`config.mk`:
```
export PLATFORM = sky130hd
export DESIGN_NAME = lsr_line_status_irq
export DESIGN_NICKNAME = d
export VERILOG_FILES = /design/src/rtl/lsr_pkg.sv /design/src/rtl/lsr_event_detect.sv /design/src/rtl/lsr_status_bank.sv /design/src/rtl/lsr_bus_regs.sv /design/src/rtl/lsr_line_status_irq.sv
export SDC_FILE = /design/constraint.sdc
export NUM_CORES = 1
export LEC_CHECK = 0
export CORE_UTILIZATION = 45
export DETAILED_ROUTE_END_ITERATION = 6
export DONT_BUFFER_PORTS = 1
export SLEW_MARGIN = 25
export SYNTH_ARGS = -nofsm -noshare
export SYNTH_HDL_FRONTEND = slang
export SYNTH_SLANG_ARGS = --single-unit
```
`constraint.sdc`:
```
create_clock -name clk_i -period 1.7 [get_ports clk_i]
set_clock_uncertainty 0.2 [all_clocks]
set_input_delay 0.255 -clock clk_i [delete_from_list [all_inputs] [get_ports clk_i]]
set_output_delay 0.255 -clock clk_i [all_outputs]
set_load 0.005 [all_outputs]
```
`src/rtl/lsr_pkg.sv`:
```
package lsr_pkg;
  localparam int unsigned STAT_W    = 16;
  localparam int unsigned ADDR_W    = 8;
  localparam int unsigned ERR_LO    = 9;
  localparam int unsigned ERR_HI    = 13;
  localparam logic [ADDR_W-1:0] STAT_ADDR = 8'h38;
  localparam logic [ADDR_W-1:0] EN_ADDR   = 8'h2D;

  function automatic logic [STAT_W-1:0] err_mask(input int unsigned lo, input int unsigned hi);
    logic [STAT_W-1:0] m;
    m = '0;
    for (int unsigned i = 0; i < STAT_W; i++) m[i] = (i >= lo) && (i <= hi);
    return m;
  endfunction
endpackage

```
`src/rtl/lsr_event_detect.sv`:
```
module lsr_event_detect #(
  parameter int unsigned W      = lsr_pkg::STAT_W,
  parameter int unsigned ERR_LO = lsr_pkg::ERR_LO,
  parameter int unsigned ERR_HI = lsr_pkg::ERR_HI
) (
  input  logic         clk_i,
  input  logic         rst_ni,
  input  logic [W-1:0] cond_i,
  output logic [W-1:0] set_o
);
  logic primed_q;

  always_ff @(posedge clk_i or negedge rst_ni) begin
    if (!rst_ni) primed_q <= 1'b0;
    else         primed_q <= 1'b1;
  end

  for (genvar k = 0; k < W; k++) begin : g_bit
    if ((k >= ERR_LO) && (k <= ERR_HI)) begin : g_err
      // every cycle the condition is present counts as an occurrence
      assign set_o[k] = cond_i[k];
    end else begin : g_alarm
      logic prev_q;
      always_ff @(posedge clk_i or negedge rst_ni) begin
        if (!rst_ni) prev_q <= 1'b0;
        else         prev_q <= cond_i[k];
      end
      // first edge after reset only captures the reference level
      assign set_o[k] = primed_q & (cond_i[k] ^ prev_q);
    end
  end
endmodule

```
`src/rtl/lsr_status_bank.sv`:
```
module lsr_status_bank #(
  parameter int unsigned W = lsr_pkg::STAT_W
) (
  input  logic         clk_i,
  input  logic         rst_ni,
  input  logic [W-1:0] set_i,
  input  logic         clr_i,
  output logic [W-1:0] status_o
);
  logic [W-1:0] status_q;

  // new events win over the clearing read
  always_ff @(posedge clk_i or negedge rst_ni) begin
    if (!rst_ni) status_q <= '0;
    else         status_q <= (clr_i ? '0 : status_q) | set_i;
  end

  assign status_o = status_q;
endmodule

```
`src/rtl/lsr_bus_regs.sv`:
```
module lsr_bus_regs #(
  parameter int unsigned           W         = lsr_pkg::STAT_W,
  parameter int unsigned           AW        = lsr_pkg::ADDR_W,
  parameter logic [AW-1:0]         STAT_ADDR = lsr_pkg::STAT_ADDR,
  parameter logic [AW-1:0]         EN_ADDR   = lsr_pkg::EN_ADDR
) (
  input  logic          clk_i,
  input  logic          rst_ni,
  input  logic [AW-1:0] addr_i,
  input  logic          wr_i,
  input  logic [W-1:0]  wdata_i,
  input  logic          rd_i,
  input  logic [W-1:0]  status_i,
  output logic [W-1:0]  en_o,
  output logic [W-1:0]  rdata_o,
  output logic          clr_o
);
  logic [W-1:0] en_q;
  logic [W-1:0] rdata_q;
  logic [W-1:0] rsel;
  logic         hit_stat;
  logic         hit_en;

  assign hit_stat = (addr_i == STAT_ADDR);
  assign hit_en   = (addr_i == EN_ADDR);

  always_comb begin
    rsel = '0;
    if (hit_stat)    rsel = status_i;
    else if (hit_en) rsel = en_q;
  end

  always_ff @(posedge clk_i or negedge rst_ni) begin
    if (!rst_ni) begin
      en_q    <= '0;
      rdata_q <= '0;
    end else begin
      if (wr_i && hit_en) en_q <= wdata_i;
      rdata_q <= rd_i ? rsel : '0;
    end
  end

  assign clr_o   = rd_i && hit_stat;
  assign en_o    = en_q;
  assign rdata_o = rdata_q;
endmodule

```
`src/rtl/lsr_line_status_irq.sv`:
```
module lsr_line_status_irq #(
  parameter int unsigned STAT_W = lsr_pkg::STAT_W,
  parameter int unsigned ADDR_W = lsr_pkg::ADDR_W,
  parameter int unsigned ERR_LO = lsr_pkg::ERR_LO,
  parameter int unsigned ERR_HI = lsr_pkg::ERR_HI
) (
  input  logic              clk_i,
  input  logic              rst_ni,
  input  logic [STAT_W-1:0] line_cond_i,
  input  logic [ADDR_W-1:0] bus_addr_i,
  input  logic              bus_wr_i,
  input  logic [STAT_W-1:0] bus_wdata_i,
  input  logic              bus_rd_i,
  output logic [STAT_W-1:0] bus_rdata_o,
  output logic              irq_o
);
  logic [STAT_W-1:0] set_vec;
  logic [STAT_W-1:0] stat_vec;
  logic [STAT_W-1:0] en_vec;
  logic              clr;

  lsr_event_detect #(.W(STAT_W), .ERR_LO(ERR_LO), .ERR_HI(ERR_HI)) u_detect (
    .clk_i  (clk_i),
    .rst_ni (rst_ni),
    .cond_i (line_cond_i),
    .set_o  (set_vec)
  );

  lsr_status_bank #(.W(STAT_W)) u_status (
    .clk_i    (clk_i),
    .rst_ni   (rst_ni),
    .set_i    (set_vec),
    .clr_i    (clr),
    .status_o (stat_vec)
  );

  lsr_bus_regs #(.W(STAT_W), .AW(ADDR_W)) u_bus (
    .clk_i    (clk_i),
    .rst_ni   (rst_ni),
    .addr_i   (bus_addr_i),
    .wr_i     (bus_wr_i),
    .wdata_i  (bus_wdata_i),
    .rd_i     (bus_rd_i),
    .status_i (stat_vec),
    .en_o     (en_vec),
    .rdata_o  (bus_rdata_o),
    .clr_o    (clr)
  );

  assign irq_o = |(stat_vec & en_vec);
endmodule

```
==> summary.md <==
| Metric | Value |
|---|---|
| Startpoint class of the critical path | register |
| Syn_nets | 190 |
| TritonCTS buffer count | 9 |
| RSZ-0062 raised after global routing | yes |
| Pin count of the biggest net entering global routing | 61 |
| Fin crit share | 105% |
| MaxCap Viol Count | 0 |
| Core area | 0.00485 sq mm |
| H-tree depth | 3 |
| Ant diodes | 0 |
| Ys Warns | 0 |
| Later-pin clock latency in the skew report | 0.33 ns |
| Num rows | 25 |
| Register area share after synthesis | 64.5% |
| Post-synthesis cell count | 146 |
| VDD IR-drop max | 0.526 mV |
| Residual DRC | 0 |
| Vias in the first global route | 1,497 |
| CTS Hold Buffers Added | 32 |
| IO Count | 61 |
| Post-Place Cells | 207 |
| Vias per inst | 5.40 |
| Pin slew with the least headroom to its limit | 0.617 ns |
| Critical path class | reg -> out |
| Data arrival time of the critical path | 1.32 ns |
| Psw | 0.000586 W |
| Worst Path Max Fanout | 2 |
| Commonest non-fill, non-tap cell in the layout | dfrtp_1 |
| Detailed placement HPWL | 2.98 mm |
| Worst min path class | in -> async |
| Slew Viols, Final | 0 |
| Status | complete, but fails checks |
| P_leak | 1.31 nW |
| Final hold vios | 60 |
| Share of layout cells above drive strength 1 | 24.7% |
| Final Setup Violations | 1 |
| PD cells | 916 mW/mm^2 |
| Drt wl/cell | 17.8 um |
| Initial antenna violation count | 0 |
| Synthesized area | 0.00233 sq mm |
| Overflow after GRT | 0 |
| GRT Util Overall | 19.3% |
| Nets | 239 |
| Pwr Total | 0.00271 W |
| Starting Density | 48.0% |
| Avg Cell Area, Syn | 15.9 sq um |
| First-pass GRT wire length | 7.27 mm |
| Final WS setup | -0.0768 ns |
| Sequential group share of total power | 55.1% |
| Setup TNS | -0.0768 ns |
| Die Area | 0.00546 sq mm |
| Post-placement setup slack | 0.0572 ns |
| Fmax | 0.563 GHz |
| GPL Wtd Cong | 0.699 |
| Clock transition at path regs | 0.06 ns |
| Drt total wl | 4.73 mm |
| Final Critical Period | 1.78 ns |
| Failing checks | negative hold slack, negative setup slack |
| Clock power share | 38.7% |
| P&R area growth vs syn | 27.0% |
| Port Buf Inserts | 0 |
| Logic pwr share | 6.2% |
| Most frequent cells in the layout | 60 x dfrtp_1, 32 x dlygate4sd3_1, 31 x a22o_1 |
| Synth cell types | 22 |
| DRT iter0 DRCs | 71 |
| Sw Share | 21.7% |
| Die span in y | 73.9 um |
| Horiz. Die Dim | 73.9 um |
| Clock Tree Root | clkbuf_8 |
| Via count | 1,431 |
| Clk sinks | 60 |
| Worst Path Required | 1.24 ns |
| Max_slew headroom | 58.8% |
| Worst Setup End Kind | output pin |
| Hold slack | -0.586 ns |
| Reg2Reg Depth | 3 |
| DR pass1 iterations | 4 |
| Final ANT Viol Nets | 0 |
| Non-filler cells, final | 265 |
| Yosys reg bits | 60 |
| CTS tree | yes |
| Fin util | 61.0% |
| Max Root-Sink Buffers | 2 |
| Internal power | 0.00212 W |
logic make-up after synthesis:
group	share of synthesized area (%)
simple gates	3.82
other cells	0.161
flops	64.5
compound gates	14.8
mux	9.35
buf+inv	3.23
xor+xnor	4.14
Yosys cell counts, drive strengths merged:
library cell,n,area (sq um)
and3,2,12.5
and2b,1,7.51
a221oi,4,35.0
nand4,1,6.26
and3b,1,8.76
mux2,16,218
and4bb,1,12.5
xor2,11,96.3
buf,7,71.3
nor4b,1,15.0
dfrtp,60,1500
clkbuf,1,3.75
and4,1,8.76
nand3,1,10.0
a22o,31,272
conb,1,3.75
a21o,5,37.5
nor3b,1,7.51
sequential cells by signal (all words and copies together), names as in the netlist:
signal	cells
u_bus.en_o	16
u_bus.rdata_o	16
u_status.status_o	16
u_detect.g_bit.g_alarm.prev_q	11
u_detect.primed_q	1
stage by stage:
step                hold WS, ns  cell area, sq um
finish                   -0.586              2960
global route             -0.612              2960
CTS                      -0.602              2930
detailed placement       -0.239              2360
global placement         -0.239              2360
floorplan                -0.241              2330
power by group through the flow:
stage,sequential (W),clock (W),combinational (W)
floorplan,0.00151,0,0.0000773
global placement,0.00152,0,0.0000861
detailed placement,0.00152,0,0.0000881
CTS,0.00149,0.00107,0.000166
global route,0.00150,0.00114,0.000180
finish,0.00149,0.00105,0.000167
worst max-delay path, stage by stage (launching register included):
cell and delay (ns):
dfrtp_1 0.38, a22o_1 0.24, a221oi_2 0.19, nand4_1 0.18
cell type report:
cell class	instances	area, sq um
Tap cell	67	83.8
Timing Repair Buffer	46	438
Clock inverter	3	15.0
Multi-Input combinational cell	78	776
Fill cell	378	1890
Clock buffer	11	141
Sequential cell	60	1500
per-layer routing:
layer  routed length, um  GRT usage [%]  vias to the layer above
met2                2450           30.9                       50
met3                 249           8.23                        9
li1                    -              -                      641
met5                   0              0                        -
met1                1960           22.7                      731
met4                  72           8.33                        0
path summary, 6_finish.rpt:
path / start / endpoint / slack [ns]
setup / recovery: u_status.status_o[9]$_DFF_PN0_ / irq_o / -0.08
hold / removal: rst_ni / u_bus.en_o[13]$_DFFE_PN0P_ / -0.59
setup reg to reg: u_status.status_o[10]$_DFF_PN0_ / u_bus.rdata_o[10]$_DFF_PN0_ / 0.57
hold reg to reg: u_bus.en_o[1]$_DFFE_PN0P_ / u_bus.rdata_o[1]$_DFF_PN0_ / 0.34
max in group asynchronous: rst_ni / u_detect.g_bit[7].g_alarm.prev_q$_DFF_PN0_ / 1.78
min in group clk_i: bus_addr_i[2] / u_status.status_o[10]$_DFF_PN0_ / 0.21
what timing repair did:
action	in CTS	in global routing
endpoints found under the hold margin	103	60
cloned	0	0
gates resized for setup	4	0
pin swaps	2	1
setup endpoints to repair	1	1
buffers inserted	8	4
No activity file was read; power rests on OpenSTA's default activity.
